===== config.mk =====
export PLATFORM = sky130hd
export DESIGN_NAME = pwr_evt_stamp
export DESIGN_NICKNAME = d
export VERILOG_FILES = /design/src/rtl/pwr_evt_stamp_pkg.sv /design/src/rtl/pwr_stamp_slot.sv /design/src/rtl/pwr_fail_flag.sv /design/src/rtl/pwr_rd_mux.sv /design/src/rtl/pwr_evt_stamp.sv
export SDC_FILE = /design/constraint.sdc
export NUM_CORES = 1
export LEC_CHECK = 0
export ABC_AREA = 1
export BUFFER_PORTS_ARGS = -buffer_cell sky130_fd_sc_hd__buf_4
export CAP_MARGIN = 40
export CORE_UTILIZATION = 48
export DETAILED_ROUTE_END_ITERATION = 12
export GPL_ROUTABILITY_DRIVEN = 0
export MAX_ROUTING_LAYER = met4
export PLACE_DENSITY = 0.75
export SLEW_MARGIN = 20
export SYNTH_ARGS = -nofsm -noshare
export SYNTH_HDL_FRONTEND = slang
export SYNTH_SLANG_ARGS = --single-unit

===== constraint.sdc =====
create_clock -name clk_i -period 1.25 [get_ports clk_i]
set_clock_uncertainty 0.15 [all_clocks]
set_input_delay 0.375 -clock clk_i [delete_from_list [all_inputs] [get_ports clk_i]]
set_output_delay 0.375 -clock clk_i [all_outputs]
set_load 0.005 [all_outputs]

===== src/rtl/pwr_evt_stamp_pkg.sv =====
package pwr_evt_stamp_pkg;

  parameter int YEAR_W = 7;

  typedef struct packed {
    logic [YEAR_W-1:0] year;
    logic [3:0]        month;
    logic [4:0]        day;
    logic [4:0]        hour;
    logic [5:0]        minute;
    logic [5:0]        second;
  } cal_time_t;

  localparam int TIME_W = $bits(cal_time_t);

  typedef enum logic [1:0] {
    RD_DOWN   = 2'd0,
    RD_UP     = 2'd1,
    RD_STATUS = 2'd2,
    RD_NONE   = 2'd3
  } rd_sel_e;

  typedef enum logic {
    KEEP_FIRST = 1'b0,
    KEEP_LAST  = 1'b1
  } keep_pol_e;

  localparam int STATUS_W = 3;

endpackage


===== src/rtl/pwr_stamp_slot.sv =====
module pwr_stamp_slot
  import pwr_evt_stamp_pkg::*;
#(
  parameter int        W      = TIME_W,
  parameter keep_pol_e POLICY = KEEP_FIRST
) (
  input  logic         clk_i,
  input  logic         rst_ni,
  input  logic         evt_i,
  input  logic         clr_i,
  input  logic [W-1:0] time_i,
  output logic [W-1:0] stamp_o,
  output logic         vld_o
);

  logic [W-1:0] stamp_q;
  logic         vld_q;
  logic         load;

  // clear is ordered before capture, so a same-cycle event still lands
  generate
    if (POLICY == KEEP_FIRST) begin : g_first
      assign load = evt_i & (clr_i | ~vld_q);
    end else begin : g_last
      assign load = evt_i;
    end
  endgenerate

  always_ff @(posedge clk_i or negedge rst_ni) begin
    if (!rst_ni) begin
      stamp_q <= '0;
      vld_q   <= 1'b0;
    end else begin
      if (load)       stamp_q <= time_i;
      else if (clr_i) stamp_q <= '0;
      vld_q <= load | (vld_q & ~clr_i);
    end
  end

  assign stamp_o = stamp_q;
  assign vld_o   = vld_q;

endmodule


===== src/rtl/pwr_fail_flag.sv =====
module pwr_fail_flag (
  input  logic clk_i,
  input  logic rst_ni,
  input  logic set_i,
  input  logic clr_i,
  output logic flag_o
);

  logic flag_q;

  // set dominates: a cold start seen during a clear must not be lost
  always_ff @(posedge clk_i or negedge rst_ni) begin
    if (!rst_ni) flag_q <= 1'b0;
    else         flag_q <= set_i | (flag_q & ~clr_i);
  end

  assign flag_o = flag_q;

endmodule


===== src/rtl/pwr_rd_mux.sv =====
module pwr_rd_mux
  import pwr_evt_stamp_pkg::*;
#(
  parameter int W = TIME_W
) (
  input  logic [1:0]          addr_i,
  input  logic [W-1:0]        down_i,
  input  logic [W-1:0]        up_i,
  input  logic [STATUS_W-1:0] status_i,
  output logic [W-1:0]        data_o
);

  localparam int PAD_W = W - STATUS_W;

  always_comb begin
    unique case (rd_sel_e'(addr_i))
      RD_DOWN:   data_o = down_i;
      RD_UP:     data_o = up_i;
      RD_STATUS: data_o = {{PAD_W{1'b0}}, status_i};
      default:   data_o = '0;
    endcase
  end

endmodule


===== src/rtl/pwr_evt_stamp.sv =====
module pwr_evt_stamp
  import pwr_evt_stamp_pkg::*;
#(
  parameter int W = TIME_W
) (
  input  logic         clk_i,
  input  logic         rst_ni,
  input  logic         down_evt_i,
  input  logic         up_evt_i,
  input  logic [W-1:0] time_i,
  input  logic         clr_stamp_i,
  input  logic         cold_start_i,
  input  logic         clr_fail_i,
  input  logic [1:0]   rd_addr_i,
  output logic [W-1:0] rd_data_o,
  output logic         fail_o
);

  logic [W-1:0] down_q, up_q;
  logic         down_vld, up_vld, fail_q;

  pwr_stamp_slot #(.W(W), .POLICY(KEEP_FIRST)) u_down (
    .clk_i   (clk_i),
    .rst_ni  (rst_ni),
    .evt_i   (down_evt_i),
    .clr_i   (clr_stamp_i),
    .time_i  (time_i),
    .stamp_o (down_q),
    .vld_o   (down_vld)
  );

  pwr_stamp_slot #(.W(W), .POLICY(KEEP_LAST)) u_up (
    .clk_i   (clk_i),
    .rst_ni  (rst_ni),
    .evt_i   (up_evt_i),
    .clr_i   (clr_stamp_i),
    .time_i  (time_i),
    .stamp_o (up_q),
    .vld_o   (up_vld)
  );

  pwr_fail_flag u_fail (
    .clk_i  (clk_i),
    .rst_ni (rst_ni),
    .set_i  (cold_start_i),
    .clr_i  (clr_fail_i),
    .flag_o (fail_q)
  );

  pwr_rd_mux #(.W(W)) u_rd (
    .addr_i   (rd_addr_i),
    .down_i   (down_q),
    .up_i     (up_q),
    .status_i ({fail_q, up_vld, down_vld}),
    .data_o   (rd_data_o)
  );

  assign fail_o = fail_q;

endmodule


Word level (Yosys, flattened, before mapping)
Cells that the tools add are included.
- bits in registers: 69
- input port bits: 42
- output and inout bits: 34
- word-level logic and storage cells: 25
- equal/unequal tests: 2
- multiplexer cells: 4
- bitwise gates (word level): 11
- reduce and logical (&&, ||, !) cells: 3
- operators with widths (operator ; count):
    2-to-1 mux 33 bit ; 3
    one-hot mux 33 bit (3 select lines) ; 1
    AND 1 bit ; 4
    OR 1 bit ; 4
    nonzero test 2 bit ; 2
    inverter 1 bit ; 3
    equality test 2 x 1 -> 1 bit (second input constant) ; 1
    equality test 2 bit (second input constant) ; 1
    logical NOT 2 bit ; 1

Logic depth before layout (Yosys ltp)
Gate-level depths: netlist of run 1.
- depth after elaboration: 4
- mapped depth: 5
- gate-level depth less buffers: 4

Hierarchy
From an unflattened synthesis of run 1, not the netlist that was laid out.
- cell total of the unflattened synthesis: 412
- area total of the unflattened synthesis: 3409.5 um2
- by module, submodules not included (module ; times used ; cells an instance ; area each (um2)):
    pwr_stamp_slot at u_down ; 1 ; 149 ; 1373.8
    pwr_stamp_slot at u_up ; 1 ; 143 ; 1342.5
    pwr_rd_mux ; 1 ; 115 ; 653.1
    pwr_fail_flag ; 1 ; 5 ; 40.0

Worst setup path before layout of run 1
No wires, ideal clock.
- kind: in2out
- start point: in rd_addr_i[0]
- end point: out rd_data_o[10]
- data arrival time: 0.831 ns
- required time: 0.725 ns
- slack: -0.106 ns
- stages: 5
- path through: inv_2 -> nor2_4 -> inv_2 -> buf_6 -> o21ai_2
- longest elaborated chain between the ends: 2
- elaborated cells between the ends (all ways): 4
- classes of those cells: 2 x eq/ne; 1 x mux; 1 x reduce/logical
- ends and longest elaborated chain (item ; line ; source):
    start: declaration ; pwr_evt_stamp.sv:14 ; input logic [1:0] rd_addr_i,
    equality test 2 bit, or another cell as far along ; pwr_rd_mux.sv:16 ; unique case (rd_sel_e'(addr_i))
    one-hot mux 33 bit (3 select lines) (*) ; pwr_rd_mux.sv:16 ;
    end: declaration ; pwr_evt_stamp.sv:15 ; output logic [W-1:0] rd_data_o,
Mark *: on every way between the ends. The rest lies on a longest branch, timed or not.

Final worst setup path of run 1
- start point: in rd_addr_i[1]
- end point: out rd_data_o[30]
The elaborated chain is that of the path after synthesis.

==> results.cfg, run 1 <==
[outcome]
status = complete, but fails checks
failed_checks = design-rule violations, negative setup slack

[power]
leakage_nw = 2.39
power_switching_share = 0.276
p_int_w = 0.00385
combPwrFrac = 0.184
vdd_drop_max_uv = 742
sequentialPowerShare = 0.473
power.net_switching_w = 0.00147
power_w = 0.00532
p_per_area_mw_per_mm2 = 1180
p_clk_frac = 0.343

[clock_network]
path_clk_slew_ps = 70
cts_tree = yes
numCtsBuffers = 9
ctsHtreeMaxLevel = 3
cts_root_buf = clkbuf_8
clockBufferDepth = 2
clkLatencyLatePin_ps = 330
cts.sinks = 69

[worst_setup_path]
required_ps = 730
r2r_end = u_down.stamp_o[22]
r2r-start = u_down.vld_o
slowest_stage = clkbuf_16
critPathKind = primary input to output pin
max_stage_delay_ps = 170
r2r.worst_path.cells = 6
reg2reg_slack_ps = -10
path_buf_inv = 4
crit_fanout = 8
start_kind = primary input
critPathCaptureType = output pin
crit_chain = buf_8, nor2_4, buf_12, clkbuf_16, nand2_1, o21ai_2, buf_4
arrival_ps = 1160
crit_family = buffers and inverters

[placement]
place_ws_ps = -427
hpwl_mm = 5.19
portBuffers = 75
dp.cells = 529

[min_path]
min_to = u_fail.flag_o
hold_depth = 2
hold_start = clr_fail_i
hp-class = primary input to flop

[drt]
wl_mm = 8.48
ant_nets = 0
viasPerCell = 5.20
vias = 2864
drt_iter0_markers = 225
dr.pass1.iters = 8
remaining_drc_errors = 6
wire_per_inst_um = 15.4

[floorplanning]
io_pins = 76
die_area_mm2 = 0.00708
rows = 29
die_w_um = 84.2
die_h_um = 84.2
core-area_mm2 = 0.00642
start_util = 0.504

[global_route]
antenna_found_initial = 0
groute.usage.overall = 0.264
gr-total-overflow = 0
grt_pass1_vias = 2825
grt_start_max_net_pins = 40
grt_pass1_wl_mm = 14.0

[sta]
worstMarginPinSlew_ps = 241
fin_crit_ps = 1680
rsz0062_at_grt = true
max_freq_mhz = 594
drv_slew = 0
finalHoldWorstSlack_ps = 61.3
maxSlewHeadroom = 0.839
period_share = 1.35
finalHoldViolations = 0
finalSetupViolCount = 36
fin_ws_ps = -433

[yosys]
synth_area_per_cell_um2 = 8.57
synth.area.top_cells = dfrtp_1 53%, nand2_1 16%, o21ai_2 8.1%
synth_area_mm2 = 0.00324
ys_types = 17
yosys_warnings = 0
synth-seq-cells = 69
netlist_instances = 378
yosysSeqAreaShare = 0.533
synth_nets = 420
yosys.area.top_type_share = 0.533
yosysTopAreaCell = dfrtp_1

[finish]
diodes = 0
layoutNonFillerInstCount = 551
area_growth_syn_to_layout_pct = 38.9
nets = 511
layout_commonest_cell = nand2_1
final_core_util = 0.701
final_cell_mix = 117 x nand2_1, 83 x buf_4, 69 x dfrtp_1
layout-drive-gt1-share = 0.386

[flow_run]
cap_violations = 0
## synthesized netlist by cell type
cell      number
nand2_1      142
dfrtp_1       69
nand3_1       42
inv_1         32
o21ai_2       30
o21ai_0       18
o21ai_1       12
buf_2          8
buf_6          7
buf_4          4
clkbuf_1       4
inv_2          4
nor2_4         2
a21oi_4        1
clkinv_2       1
nand2_2        1
o21bai_1       1
## power groups by stage
stage,Combinational (W),Clock [W],Sequential (W)
2_1_floorplan,0.000446,0,0.00251
3_3_place_gp,0.000851,0,0.00252
3_5_place_dp,0.000873,0,0.00253
4_1_cts,0.000955,0.00183,0.00250
5_1_grt,0.00108,0.00193,0.00253
6_report,0.000978,0.00182,0.00252
## routing by layer
layer | global-route usage | part of all wire | vias to the layer above
met5 | - | 0 | -
met4 | 0.111 | 0.017 | 0
li1 | - | - | 1385
met1 | 0.342 | 0.42 | 1360
met3 | 0.0452 | 0.053 | 13
met2 | 0.415 | 0.51 | 106
## logic make-up after synthesis
family / share of synthesized area
simple gates: 0.238
flops: 0.533
compound gates: 0.135
buf+inv: 0.0939
## worst reg2reg max path: stages, from the launching register on
cell     delay (ps)
dfrtp_1         390
buf_6           120
inv_2            40
a21oi_4         170
buf_12          190
nand2_1          80
nand2_1          70
## what timing repair did
item	CTS	global route
resized for setup	29	23
setup endpoints to repair	34	64
hold buffers	1	0
buffers inserted	1	0
gates cloned	3	1
hold endpoints to repair	69	0
pin swaps	2	2
## cell type report
class                   count  area [um2]
flip-flops and latches     69        1730
inverters                  37         155
repair buffers            103         992
multi-input cells         249        1340
well taps                  77        96.3
fillers                   492        1920
clock buffers              12         145
clock inverters             4        47.5
## registers in the layout, indices dropped and copies added, names as in the netlist
signal	cells
u_down.vld_o	1
u_down.stamp_o	33
u_fail.flag_o	1
u_up.stamp_o	33
u_up.vld_o	1
## metrics by stage
step	setup TNS (ps)	area [um2]
5_1_grt	-15600	4500
6_report	-13590	4500
3_5_place_dp	-13430	4000
3_3_place_gp	-12750	4000
2_1_floorplan	-2630	3260
4_1_cts	-13050	4400
## how the worst max path moves through the flow
| stage | from | to | slack (ps) | cells past startpoint |
|---|---|---|---|---|
| floorplan | rd_addr_i[0] | rd_data_o[11] | -100 | 5 |
| global placement | rd_addr_i[0] | rd_data_o[3] | -400 | 6 |
| detailed placement | rd_addr_i[0] | rd_data_o[32] | -430 | 6 |
| CTS | rd_addr_i[1] | rd_data_o[22] | -410 | 6 |
| global route | rd_addr_i[1] | rd_data_o[8] | -450 | 7 |
| finish | rd_addr_i[1] | rd_data_o[30] | -430 | 7 |
Power figures use the tool's default switching activity.
==> run 2: changes to the inputs <==
CORE_ASPECT_RATIO = 1.25   (was default)
==> results.cfg, run 2 (synthesis results as in run 1) <==
[placement]
hpwl_mm = 5.48
portBuffers = 75
dpl_cell_area_mm2 = 0.00406

[global_route]
grt_pass1_wl_mm = 13.7
antenna_found_initial = 0
gr-total-overflow = 0
groute.usage.overall = 0.275
grt_start_max_net_pins = 25
grt_pass1_vias = 2941

[worst_setup_path]
crit_chain = buf_12, nor2_4, buf_6, buf_16, nand2_2, o21ai_2, buf_4
critPathKind = primary input to output pin
max_stage_delay_ps = 170
critPathCaptureType = output pin
crit_family = buffers and inverters
slowest_stage = nor2_4
arrival_ps = 1200
required_ps = 730
crit_fanout = 8
start_kind = primary input
path_buf_inv = 4

[sta]
fin_crit_ps = 1730
finalHoldViolations = 0
worstMarginPinSlew_ps = 231
maxSlewHeadroom = 0.846
finalHoldWorstSlack_ps = 49.0
finalSetupViolCount = 34
drv_slew = 0
fin_ws_ps = -476
period_share = 1.38
max_freq_mhz = 580
rsz0062_at_grt = true

[finish]
nets = 519
final_core_util = 0.699
multi_input_area_mm2 = 0.00132
layout_commonest_cell = nand2_1
fin_area_mm2 = 0.00456
fillers = 512
diodes = 0
area_growth_syn_to_layout_pct = 40.7
final_cell_mix = 124 x nand2_1, 88 x buf_4, 69 x dfrtp_1
ff_latch_area_mm2 = 0.00173
layout-drive-gt1-share = 0.378

[power]
sequentialPowerShare = 0.484
combPwrFrac = 0.194
power_switching_share = 0.271
power.net_switching_w = 0.00141
leakage_nw = 2.43
vdd_drop_max_uv = 742
p_per_area_mw_per_mm2 = 1140
power_w = 0.00520
p_clk_frac = 0.322
p_int_w = 0.00379

[floorplanning]
core-area_mm2 = 0.00652
die_h_um = 93.8
die_area_mm2 = 0.00708
io_pins = 76
start_util = 0.497
die_w_um = 75.5
rows = 33

[outcome]
failed_checks = negative setup slack
status = complete, but fails checks

[drt]
wl_mm = 8.69
drt_iter0_markers = 244
vias = 2945
ant_nets = 0
dr.pass1.iters = 4
wire_per_inst_um = 15.4
viasPerCell = 5.20
remaining_drc_errors = 0

[clock_network]
clockBufferDepth = 2
path_clk_slew_ps = 70
cts_root_buf = clkbuf_8
cts_tree = yes
ctsHtreeMaxLevel = 3
clkLatencyLatePin_ps = 340
numCtsBuffers = 9
cts.sinks = 69

[min_path]
hp-class = primary input to flop

[flow_run]
cap_violations = 0
run 2: cell types whose count changed in the layout (fill, tap and decap cells not counted), sizes merged:
cell,before,now
buf,101,109
clkbuf,13,12
clkinv,3,1
run 2: per-stage QoR:
| step | std cells | setup WS, ps | TNS [ps] |
|---|---|---|---|
| 3_5_place_dp | 542 | -436 | -14000 |
| 4_1_cts | 563 | -423 | -13710 |
| 5_1_grt | 566 | -511 | -17500 |
| 6_report | 566 | -476 | -15190 |
| 2_1_floorplan | 378 | -104 | -2630 |
| 3_3_place_gp | 542 | -413 | -13060 |
run 2: metal layers:
layer	GRT usage	up-vias	share of wire
li1	-	1394	-
met5	-	-	0
met4	0.136	0	0.037
met2	0.446	90	0.53
met1	0.319	1435	0.39
met3	0.0601	26	0.041
run 2: timing repair:
item / 4_1_cts / 5_1_grt
setup endpoints to repair: 34 / 63
hold endpoints to repair: 57 / 0
buffers inserted: 4 / 3
gates cloned: 3 / 1
hold buffers: 1 / 0
resized for setup: 25 / 24
pin swaps: 1 / 1
run 2: power by group through the flow:
stage	clock network, W	registers [W]	logic, W
after floorplan	0	0.00251	0.000446
after global placement	0	0.00252	0.000872
after detailed placement	0	0.00253	0.000895
after CTS	0.00169	0.00250	0.000971
after global routing	0.00178	0.00254	0.00111
final	0.00168	0.00252	0.00101
run 2: worst paths after layout:
kind                                    start                  to  slack [ps]  depth (start not counted)
hold / removal                     clr_fail_i       u_fail.flag_o          50                          2
hold reg to reg            u_down.stamp_o[30]  u_down.stamp_o[30]         320                          2
max in group asynchronous              rst_ni     u_up.stamp_o[9]         250                          3
setup / recovery                 rd_addr_i[0]       rd_data_o[13]        -480                          7
setup reg to reg                 u_down.vld_o   u_down.stamp_o[0]           0                          6
min in group asynchronous              rst_ni  u_down.stamp_o[16]         280                          2
run 2: layout make-up:
cell class / instances / share of cell area
Inverter: 37 / 0.0340
Clock buffer: 11 / 0.0288
Clock inverter: 2 / 0.00823
Tap cell: 87 / 0.0239
Timing Repair Buffer: 111 / 0.236
Sequential cell: 69 / 0.379
Multi-Input combinational cell: 249 / 0.290
